### src/rtl/i2c_fe_pkg.sv
// Shared encodings for the I2C register front-end.
// Assumes 8-bit registers; offsets and bit positions are fixed by the register map.
package i2c_fe_pkg;
    typedef enum logic [1:0] {
        OP_START = 2'd0,
        OP_SEND  = 2'd1,
        OP_RECV  = 2'd2,
        OP_END   = 2'd3
    } bus_op_e;

    typedef enum logic [1:0] {
        ST_IDLE, ST_PRIM, ST_TAIL, ST_DONE
    } fe_state_e;

    localparam int NUM_REGS = 5;
    localparam int REG_OWN  = 0;
    localparam int REG_DIV  = 1;
    localparam int REG_CTRL = 2;
    localparam int REG_STAT = 3;
    localparam int REG_DATA = 4;

    localparam int C_EN   = 7;
    localparam int C_IE   = 6;
    localparam int C_MST  = 5;
    localparam int C_TX   = 4;
    localparam int C_RSTA = 2;

    localparam int S_BUSY = 5;
    localparam int S_IF   = 1;
    localparam int S_RXAK = 0;
endpackage

### src/rtl/i2c_fe_decode.sv
// Offset decoder: one-hot select per register plus a hit flag.
// Assumes register i lives at offset i; offsets at or above NREGS miss.
module i2c_fe_decode #(
    parameter int ADDR_W = 3,
    parameter int NREGS  = 5
) (
    input  logic [ADDR_W-1:0] addr,
    output logic [NREGS-1:0]  sel,
    output logic              hit
);
    // One comparator per mapped register.
    for (genvar i = 0; i < NREGS; i++) begin : g_sel
        assign sel[i] = (addr == ADDR_W'(i));
    end

    assign hit = |sel;
endmodule

### src/rtl/i2c_fe_bus_seq.sv
// Bus command sequencer: launches one command per start pulse, holds it
// until the bit engine signals ready, and returns the response as a done pulse.
// Assumes start is only pulsed while no command is pending.
module i2c_fe_bus_seq
    import i2c_fe_pkg::*;
#(
    parameter int DW = 8
) (
    input  logic          clk,
    input  logic          rst_n,
    input  logic          start,
    input  bus_op_e       op_in,
    input  logic [DW-1:0] data_in,
    output logic          done,
    output logic          nack,
    output logic [DW-1:0] rdata,
    output logic          bus_valid,
    output bus_op_e       bus_op,
    output logic [DW-1:0] bus_data,
    input  logic          bus_ready,
    input  logic          bus_nack,
    input  logic [DW-1:0] bus_rdata
);
    // Command holding register and response capture.
    always_ff @(posedge clk) begin
        if (!rst_n) begin
            bus_valid <= 1'b0;
            bus_op    <= OP_END;
            bus_data  <= '0;
            done      <= 1'b0;
            nack      <= 1'b0;
            rdata     <= '0;
        end else begin
            done <= 1'b0;
            if (bus_valid) begin
                if (bus_ready) begin
                    bus_valid <= 1'b0;
                    done      <= 1'b1;
                    nack      <= bus_nack;
                    rdata     <= bus_rdata;
                end
            end else if (start) begin
                bus_valid <= 1'b1;
                bus_op    <= op_in;
                bus_data  <= data_in;
            end
        end
    end


    cmd_hold_chk: assert property (@(posedge clk) disable iff (!rst_n)
        (bus_valid && !bus_ready) |=> (bus_valid && $stable(bus_op) && $stable(bus_data)));


    start_idle_chk: assert property (@(posedge clk) disable iff (!rst_n)
        start |-> !bus_valid);
endmodule

### src/rtl/i2c_reg_frontend.sv
// I2C master register front-end: register decode, soft reset, flag handling
// and translation of data-register traffic into byte-level bus commands.
// Assumes the host holds reg_req until reg_ack and drops it the cycle after.
module i2c_reg_frontend
    import i2c_fe_pkg::*;
#(
    parameter int         ADDR_W    = 3,
    parameter logic [7:0] OWN_MASK  = 8'hFE,
    parameter logic [7:0] DIV_MASK  = 8'h3F,
    parameter logic [7:0] CTRL_MASK = 8'hFC
) (
    input  logic              clk,
    input  logic              rst_n,
    input  logic              reg_req,
    input  logic              reg_we,
    input  logic [ADDR_W-1:0] reg_addr,
    input  logic [7:0]        reg_wdata,
    output logic [7:0]        reg_rdata,
    output logic              reg_ack,
    output logic              irq,
    output logic              bus_cmd_valid,
    output logic [1:0]        bus_cmd_op,
    output logic [7:0]        bus_cmd_data,
    input  logic              bus_cmd_ready,
    input  logic              bus_rsp_nack,
    input  logic [7:0]        bus_rsp_data
);
    localparam logic [7:0] RSTA_CLR = ~(8'h01 << C_RSTA);

    fe_state_e          state_q;
    logic [7:0]         own_q, div_q, ctrl_q, hold_q, rdata_q;
    logic               busy_q, if_q, rxak_q, open_q;
    bus_op_e            cur_op_q, seq_op_q, bus_op_w;
    logic               seq_start_q;
    logic [7:0]         seq_data_q;
    logic [NUM_REGS-1:0] sel;
    logic               hit;
    logic               seq_done, seq_nack;
    logic [7:0]         seq_rdata;
    logic [7:0]         stat_w, rd_mux;
    logic               irq_ok;

    i2c_fe_decode #(.ADDR_W(ADDR_W), .NREGS(NUM_REGS)) u_dec (
        .addr(reg_addr), .sel(sel), .hit(hit)
    );

    i2c_fe_bus_seq #(.DW(8)) u_seq (
        .clk(clk), .rst_n(rst_n),
        .start(seq_start_q), .op_in(seq_op_q), .data_in(seq_data_q),
        .done(seq_done), .nack(seq_nack), .rdata(seq_rdata),
        .bus_valid(bus_cmd_valid), .bus_op(bus_op_w), .bus_data(bus_cmd_data),
        .bus_ready(bus_cmd_ready), .bus_nack(bus_rsp_nack), .bus_rdata(bus_rsp_data)
    );

    assign bus_cmd_op = bus_op_w;
    assign stat_w     = {2'b00, busy_q, 3'b000, if_q, rxak_q};
    assign irq_ok     = ctrl_q[C_EN] && ctrl_q[C_IE];
    assign irq        = if_q;
    assign reg_ack    = (state_q == ST_DONE);
    assign reg_rdata  = rdata_q;

    // Read multiplexer over the mapped registers.
    always_comb begin
        rd_mux = 8'h00;
        if (sel[REG_OWN])  rd_mux = own_q;
        if (sel[REG_DIV])  rd_mux = div_q;
        if (sel[REG_CTRL]) rd_mux = ctrl_q;
        if (sel[REG_STAT]) rd_mux = stat_w;
        if (sel[REG_DATA]) rd_mux = hold_q;
    end

    // Access sequencing, register updates and bus response handling.
    always_ff @(posedge clk) begin
        if (!rst_n) begin
            state_q     <= ST_IDLE;
            own_q       <= '0;
            div_q       <= '0;
            ctrl_q      <= '0;
            hold_q      <= '0;
            rdata_q     <= '0;
            busy_q      <= 1'b0;
            if_q        <= 1'b0;
            rxak_q      <= 1'b0;
            open_q      <= 1'b0;
            cur_op_q    <= OP_END;
            seq_op_q    <= OP_END;
            seq_start_q <= 1'b0;
            seq_data_q  <= '0;
        end else begin
            seq_start_q <= 1'b0;
            case (state_q)
                ST_IDLE: if (reg_req) begin
                    state_q <= ST_DONE;
                    rdata_q <= reg_we ? 8'h00 : rd_mux;
                    if (reg_we) begin
                        if (sel[REG_OWN]) own_q <= reg_wdata & OWN_MASK;
                        if (sel[REG_DIV]) div_q <= reg_wdata & DIV_MASK;
                        if (sel[REG_STAT] && !reg_wdata[S_IF]) if_q <= 1'b0;
                        if (sel[REG_CTRL]) begin
                            if (ctrl_q[C_EN] && !reg_wdata[C_EN]) begin
                                div_q  <= '0;
                                ctrl_q <= '0;
                                hold_q <= '0;
                                busy_q <= 1'b0;
                                if_q   <= 1'b0;
                                rxak_q <= 1'b0;
                                open_q <= 1'b0;
                                if (open_q) begin
                                    seq_start_q <= 1'b1;
                                    seq_op_q    <= OP_END;
                                    seq_data_q  <= '0;
                                    state_q     <= ST_TAIL;
                                end
                            end else begin
                                ctrl_q <= reg_wdata & CTRL_MASK;
                                busy_q <= reg_wdata[C_MST];
                                if (open_q && (!reg_wdata[C_MST] || reg_wdata[C_RSTA])) begin
                                    ctrl_q      <= reg_wdata & CTRL_MASK & RSTA_CLR;
                                    open_q      <= 1'b0;
                                    seq_start_q <= 1'b1;
                                    seq_op_q    <= OP_END;
                                    seq_data_q  <= '0;
                                    state_q     <= ST_TAIL;
                                end
                            end
                        end
                        if (sel[REG_DATA] && ctrl_q[C_EN] && ctrl_q[C_MST]) begin
                            seq_start_q <= 1'b1;
                            seq_op_q    <= open_q ? OP_SEND : OP_START;
                            cur_op_q    <= open_q ? OP_SEND : OP_START;
                            seq_data_q  <= reg_wdata;
                            state_q     <= ST_PRIM;
                        end
                    end else if (sel[REG_DATA] && ctrl_q[C_MST]) begin
                        if (open_q && !ctrl_q[C_TX]) begin
                            seq_start_q <= 1'b1;
                            seq_op_q    <= OP_RECV;
                            cur_op_q    <= OP_RECV;
                            seq_data_q  <= '0;
                            state_q     <= ST_PRIM;
                        end else begin
                            hold_q <= 8'hFF;
                        end
                    end
                end
                ST_PRIM: if (seq_done) begin
                    state_q <= ST_DONE;
                    case (cur_op_q)
                        OP_START: begin
                            rxak_q <= seq_nack;
                            if (!seq_nack) begin
                                open_q <= 1'b1;
                                if (irq_ok) if_q <= 1'b1;
                            end
                        end
                        OP_SEND: begin
                            rxak_q <= seq_nack;
                            if (seq_nack) begin
                                open_q      <= 1'b0;
                                seq_start_q <= 1'b1;
                                seq_op_q    <= OP_END;
                                seq_data_q  <= '0;
                                state_q     <= ST_TAIL;
                            end else if (irq_ok) begin
                                if_q <= 1'b1;
                            end
                        end
                        default: begin
                            hold_q <= seq_nack ? 8'hFF : seq_rdata;
                            if (!seq_nack && irq_ok) if_q <= 1'b1;
                        end
                    endcase
                end
                ST_TAIL: if (seq_done) state_q <= ST_DONE;
                default: state_q <= ST_IDLE;
            endcase
        end
    end


    irq_gate_chk: assert property (@(posedge clk) disable iff (!rst_n)
        $rose(irq) |-> (ctrl_q[C_EN] && ctrl_q[C_IE]));


    disabled_wr_chk: assert property (@(posedge clk) disable iff (!rst_n)
        (state_q == ST_IDLE && reg_req && reg_we && sel[REG_DATA] && !ctrl_q[C_EN])
        |=> !seq_start_q);


    start_master_chk: assert property (@(posedge clk) disable iff (!rst_n)
        (bus_cmd_valid && bus_op_w == OP_START) |-> ctrl_q[C_MST]);


    unmapped_rd_chk: assert property (@(posedge clk) disable iff (!rst_n)
        (state_q == ST_IDLE && reg_req && !reg_we && !hit) |=> (reg_ack && reg_rdata == 8'h00));
endmodule

### config.mk
export PLATFORM = sky130hd
export DESIGN_NAME = i2c_reg_frontend
export DESIGN_NICKNAME = d
export VERILOG_FILES = /design/src/rtl/i2c_fe_pkg.sv /design/src/rtl/i2c_fe_decode.sv /design/src/rtl/i2c_fe_bus_seq.sv /design/src/rtl/i2c_reg_frontend.sv
export SDC_FILE = /design/constraint.sdc
export NUM_CORES = 1
export LEC_CHECK = 0
export BUFFER_PORTS_ARGS = -buffer_cell sky130_fd_sc_hd__buf_2
export CORE_ASPECT_RATIO = 0.8
export CORE_MARGIN = 4
export CORE_UTILIZATION = 31
export CTS_CLUSTER_SIZE = 25
export DETAILED_ROUTE_END_ITERATION = 10
export SLEW_MARGIN = 20
export SYNTH_ARGS = -nofsm -noshare
export SYNTH_HDL_FRONTEND = slang
export SYNTH_SLANG_ARGS = --single-unit
export TNS_END_PERCENT = 20
### constraint.sdc
create_clock -name clk -period 2.2 [get_ports clk]
set_input_delay 0.44 -clock clk [delete_from_list [all_inputs] [get_ports clk]]
set_output_delay 0.44 -clock clk [all_outputs]
set_load 0.02 [all_outputs]
======== Yosys cells after proc, flatten, opt, wreduce, memory -nomap -nowiden ========
Index checks and enable logic that the tools add are counted.
storage, ports and cells
  ROM bits ................................ 0
  logic and storage cells ................. 201
  latch bits .............................. 0
  output and inout bits ................... 21
  RAM bits ................................ 0
  memories ................................ 0
  bits in registers ....................... 79
  bits of input ports ..................... 25
cells by class
  shift operators ......................... 0
  reduce and logical (&&, ||, !) cells .... 36
  add/sub/neg operators ................... 0
  muxes and demuxes ....................... 110
  $mul .................................... 0
  div/mod/pow operators ................... 0
  order comparisons ....................... 0
  eq/ne operators ......................... 34
  bitwise logic cells ..................... 1
operator list
  cell                  count
  $mux W8               31
  $mux W1               46
  $mux W2               23
  $ne A3 B3 Y1 const B  11
  $pmux W8 S2           2
  $ne A2 B2 Y1 const B  7
  $reduce_and A7 Y1     2
  $ne A5 B5 Y1 const B  2
  $pmux W1 S2           5
  $reduce_and A10 Y1    1
  $logic_and A1 B1 Y1   9
  $reduce_and A9 Y1     1
  $ne A2 B1 Y1 const B  4
  $reduce_and A2 Y1     4
  $reduce_and A4 Y1     2
  $reduce_and A8 Y1     1
  $eq A3 B2 Y1 const B  2
  $pmux W2 S3           1
  $reduce_and A3 Y1     2
  $reduce_bool A2 Y1    3
  $logic_not A1 Y1      5
  $reduce_and A5 Y1     1
  $eq A2 B1 Y1 const B  2
  $eq A2 B2 Y1 const B  2
  11 further kinds      12

======== Longest topological paths before layout ========
  word-level depth ........................ 10
  mapped depth ............................ 9
  gate-level depth less buffers ........... 7

======== Modules after synthesis ========
From an unflattened synthesis, not the netlist that was laid out.
second synthesis, totals
  cell total of the unflattened synthesis .. 435
  area, all modules ....................... 3609.7 µm²
by module, submodules not included
  module            times used  area each (µm²)  cells an instance
  i2c_reg_frontend  1           2726.4           338
  i2c_fe_bus_seq    1           840.8            91
  i2c_fe_decode     1           42.5             6

======== Worst setup path after synthesis ========
No wires, ideal clock.
  path type ............................... input to register
  start ................................... input port reg_addr[1]
  end ..................................... register ctrl_q[2]
  stages .................................. 6
  path buffers ............................ 2
  arrival time ............................ 1.855 ns
  setup time .............................. 0.070 ns
  slack ................................... 0.274 ns
  cells stage by stage .................... buf_4 or3b_4 or2_1 buf_2 or4_1 a21oi_1
on the way
  longest elaborated chain between the ends .. 2
ends and longest elaborated chain
  item                         line                     text
  from (decl)                  i2c_reg_frontend.sv:16   input logic [ADDR_W-1:0] reg_addr,
  $eq A3 B2 Y1                 i2c_fe_decode.sv:13      assign sel[i] = (addr == ADDR_W'(i));
  $reduce_and A4 Y1 (no line)  --
  to (signal assigned)         i2c_reg_frontend.sv:115  ctrl_q <= reg_wdata & CTRL_MASK;
  to (signal assigned)         i2c_reg_frontend.sv:118  ctrl_q <= reg_wdata & CTRL_MASK & RSTA_CLR;
  to (decl)                    i2c_reg_frontend.sv:31   logic [7:0] own_q, div_q, ctrl_q, hold_q, rdata_q;
Every way passes these cells.
A chain may end at the register's enable or synchronous reset.

======== Worst setup path after layout ========
  start ................................... register state_q[0]
  end ..................................... register seq_data_q[5]
on the way
  longest elaborated chain between the ends .. 3
ends and longest elaborated chain
  item                                                  line                     text
  from (decl)                                           i2c_reg_frontend.sv:30   fe_state_e state_q;
  from (signal assigned)                                i2c_reg_frontend.sv:75   state_q <= ST_IDLE;
  from (signal assigned)                                i2c_reg_frontend.sv:93   state_q <= ST_DONE;
  from (signal assigned)                                i2c_reg_frontend.sv:112  state_q <= ST_TAIL;
  $logic_not A2 Y1 or $eq A2 B1 Y1 (tied branches)      i2c_reg_frontend.sv:91   case (state_q)
  $ne A5 B5 Y1 (no line), or another cell as far along  --
  $reduce_and A10 Y1 (no line)                          --
  to (signal assigned)                                  i2c_reg_frontend.sv:131  seq_data_q <= reg_wdata;
  to (decl)                                             i2c_reg_frontend.sv:35   logic [7:0] seq_data_q;
Several ways; a longest one is shown, not always the timed one.

==> impl_metrics.env <==
export IMPL_run_status="complete, no violations"
export IMPL_comb_power_share=0.212
export IMPL_routed_via_density=5.00
export IMPL_first_pass_iters=5
export IMPL_arrival_ns=2.29
export IMPL_drv_cap=0
export IMPL_path_max_fanout=10
export IMPL_fp_dieH_um=102
export IMPL_drt_iter0_drc=281
export IMPL_drc=0
export IMPL_yosys_top_cells_area="dfxtp_1 44%, mux2i_1 11%, nand2_1 9.5%, a21oi_1 5.6%, nor2_1 3.7%"
export IMPL_final_layout_size_suffix_gt1_frac=0.176
export IMPL_p_clk_frac=0.401
export IMPL_met3_length_um=585
export IMPL_synthToLayoutAreaGrowth_pct=22.1
export IMPL_yosys_area_top_type_share=0.445
export IMPL_setup_slack_ns=0.160
export IMPL_synth_area_leader_cell="dfxtp_1"
export IMPL_p_seq_frac=0.387
export IMPL_ys_top_cells_by_count="87 x nand2_1, 76 x dfxtp_1, 38 x a21oi_1, 36 x mux2i_1, 34 x nor2_1"
export IMPL_grt_ovfl_total=0
export IMPL_syn_area_per_cell_um2=8.32
export IMPL_grtUsageTotal=0.146
export IMPL_cts_sinks=76
export IMPL_ys_ff_latch=76
export IMPL_n_fill_cell=1120
export IMPL_num_vias=3052
export IMPL_leakage_nw=1.64
export IMPL_core_area_um2=10800
export IMPL_clkTransAtPathRegs_ns=0.06
export IMPL_cp_slowest_cell="dfxtp_1"
export IMPL_ys_types=45
export IMPL_crit_cells=8
export IMPL_yosys_cell_count_top_type="nand2_1"
export IMPL_skew_ns=0.00332
export IMPL_hold_violations=0
export IMPL_synth_xor_area_frac=0.00256
export IMPL_cpMostUsedCell="mux2i_1"
export IMPL_grt_pass1_vias=2930
export IMPL_cts_root_buf="clkbuf_16"
export IMPL_endpoint_kind="register"
export IMPL_synth_nets=440
export IMPL_rsz0062_at_grt="false"
export IMPL_antenna_found_initial=0
export IMPL_dp_slack_ns=0.0405
export IMPL_synthCells=411
export IMPL_post_cts_resize_count=0
export IMPL_worstPathRequired_ns=2.45
export IMPL_wl_met1_um=4590
export IMPL_setup_viol=0
export IMPL_setup_tns_ns=0
export IMPL_netlist_area_um2=3420
export IMPL_switching_share=0.284
export IMPL_fin_total_pwr_mw=3.86
export IMPL_crit_family="compound AO/OA/AOI/OAI gates"
export IMPL_min_path_type="in -> reg"
export IMPL_worst_slew_pin_slew_ns=0.640
export IMPL_finalInstanceArea_um2=4180
export IMPL_r2r_cells=8
export IMPL_yosysSeqAreaShare=0.445
export IMPL_powerDensity_nw_per_um2=925
export IMPL_synthFlopType="dfxtp_1"
export IMPL_portBuffers=45
export IMPL_cts_hold_fix_buffers=0
export IMPL_ys_warn_count=0
export IMPL_htree_levels=3
export IMPL_synth_compound_area_frac=0.166
export IMPL_max_slew_margin=0.572
export IMPL_gp_congestion=0.855
export IMPL_placed_area_um2=3860
export IMPL_cts_buffers=9
export IMPL_fmax_mhz=490
export IMPL_postRouteAntennaNets=0
export IMPL_critPathKind="reg -> reg"
export IMPL_power_switching_mw=1.10
export IMPL_cts_setup_buffers=0
export IMPL_wirelength_um=9010
export IMPL_intPower_mw=2.77
export IMPL_tritoncts="built"
export IMPL_detail_route_wl_per_cell_um=14.8
export IMPL_ir_drop_mv=0.382
export IMPL_critPathBufInv=2
export IMPL_grt_pass1_wl_um=15000
export IMPL_clockBufferDepth=2
export IMPL_min_period_ns=2.04
export IMPL_wl_met2_um=3770
export IMPL_start_util=0.315
export IMPL_cpPeakStageDelay_ns=0.39
export IMPL_synthArstFlopShare=0
export IMPL_slew_viol_final=0
export IMPL_dp_final_hpwl_um=6830
export IMPL_grt_max_degree=32
export IMPL_synth_edff_count=0
export IMPL_yosys_area_share_simple=0.229
export IMPL_synthMuxAreaShare=0.105
export IMPL_critPathLaunchType="register"
export IMPL_path_cells="inv_1 > ha_1 > mux2i_1 > a21oi_1 > o211ai_1 > a31oi_1 > buf_4 > mux2i_1"
export IMPL_dieArea_um2=12800
export IMPL_synthAdderAreaFrac=0.0146
export IMPL_min_period_over_period=0.927
export IMPL_io_pins=46
export IMPL_top_layer="met4"
export IMPL_num_rows=34
export IMPL_synth_top_family_by_area="simple AND/OR/NAND/NOR gates"
export IMPL_antenna_cells=0
export IMPL_final_nets=491
export IMPL_fp_dieW_um=125
export IMPL_insertion_delay_ns=0.33
export IMPL_hold_path_depth=3
==> layout by cell type (no fill, tap or decap), types with 7 or more instances in the layout <==
| master | count |
|---|---|
| buf_2 | 45 |
| nor2_1 | 34 |
| dfxtp_1 | 76 |
| nor2b_1 | 7 |
| nand2_1 | 87 |
| mux2i_1 | 36 |
| a21oi_1 | 38 |
| o21ai_0 | 19 |
| nand3_1 | 11 |
| clkbuf_16 | 9 |
| nand2b_1 | 11 |
| a22oi_1 | 8 |
| buf_4 | 17 |
| inv_1 | 9 |
==> layer usage <==
metal | track usage | vias up
li1 | - | 1523
met2 | 0.223 | 104
met4 | 0.0275 | 0
met3 | 0.0439 | 10
met5 | 0 | -
met1 | 0.208 | 1415
==> path summary, 6_finish.rpt <==
kind	slack (ns)	from	to
max reg2reg	0.16	state_q[0]	seq_data_q[5]
max	0.16	state_q[0]	seq_data_q[5]
min reg2reg	0.45	u_seq.rdata[0]	u_seq.rdata[0]
min	0.34	bus_rsp_data[1]	u_seq.rdata[1]
==> cell type report <==
class,count,area (µm²),area share
Tap cell,144,180,0.0432
Inverter,9,33.8,0.00809
Timing Repair Buffer,62,353,0.0845
Sequential cell,76,1520,0.364
Clock buffer,10,229,0.0548
Clock inverter,6,86.3,0.0207
Multi-Input combinational cell,304,1770,0.424
==> metrics by stage <==
step           instances   util  hold WS, ns
2_1_floorplan        411      -        0.432
3_3_place_gp         595  0.356        0.442
3_5_place_dp         595  0.356        0.445
4_1_cts              611  0.385        0.335
5_1_grt              611  0.385        0.336
6_report             611  0.385        0.344
==> kinds of logic (layout without fill, tap and decap cells) <==
group / after synthesis / in the layout
AOI/OAI and AO/OA: 93 / 93
xor gates and xnor gates: 1 / 1
muxes: 36 / 36
DFF: 76 / 76
adders and majority gates: 4 / 4
buffers and inverters: 31 / 87
and+or+nand+nor: 170 / 170
==> power groups by stage <==
stage | Sequential (mW) | Clock [mW] | Combinational, mW
floorplan | 1.51 | 0 | 0.582
global placement | 1.52 | 0 | 0.802
detailed placement | 1.52 | 0 | 0.809
CTS | 1.50 | 1.59 | 0.813
global route | 1.50 | 1.66 | 0.895
finish | 1.50 | 1.55 | 0.818
==> worst reg2reg max path, stage by stage (launching register included) <==
cell      delay, ns
dfxtp_1        0.39
inv_1          0.08
ha_1           0.31
mux2i_1        0.17
a21oi_1        0.22
o211ai_1       0.14
a31oi_1        0.18
buf_4          0.25
mux2i_1        0.22
==> registers in the layout, indices dropped and copies added, names as in the netlist <==
| signal | count |
|---|---|
| seq_data_q | 8 |
| own_q | 7 |
| hold_q | 8 |
| u_seq.rdata | 8 |
| div_q | 8 |
| open_q | 1 |
| state_q | 2 |
| cur_op_q | 2 |
| u_seq.bus_valid | 1 |
| ctrl_q | 6 |
| u_seq.nack | 1 |
| seq_start_q | 1 |
| u_seq.done | 1 |
| seq_op_q | 2 |
| u_seq.bus_op | 2 |
| reg_rdata | 8 |
| u_seq.bus_data | 8 |
| irq | 1 |
| rxak_q | 1 |
Power figures use the tool's default switching activity.
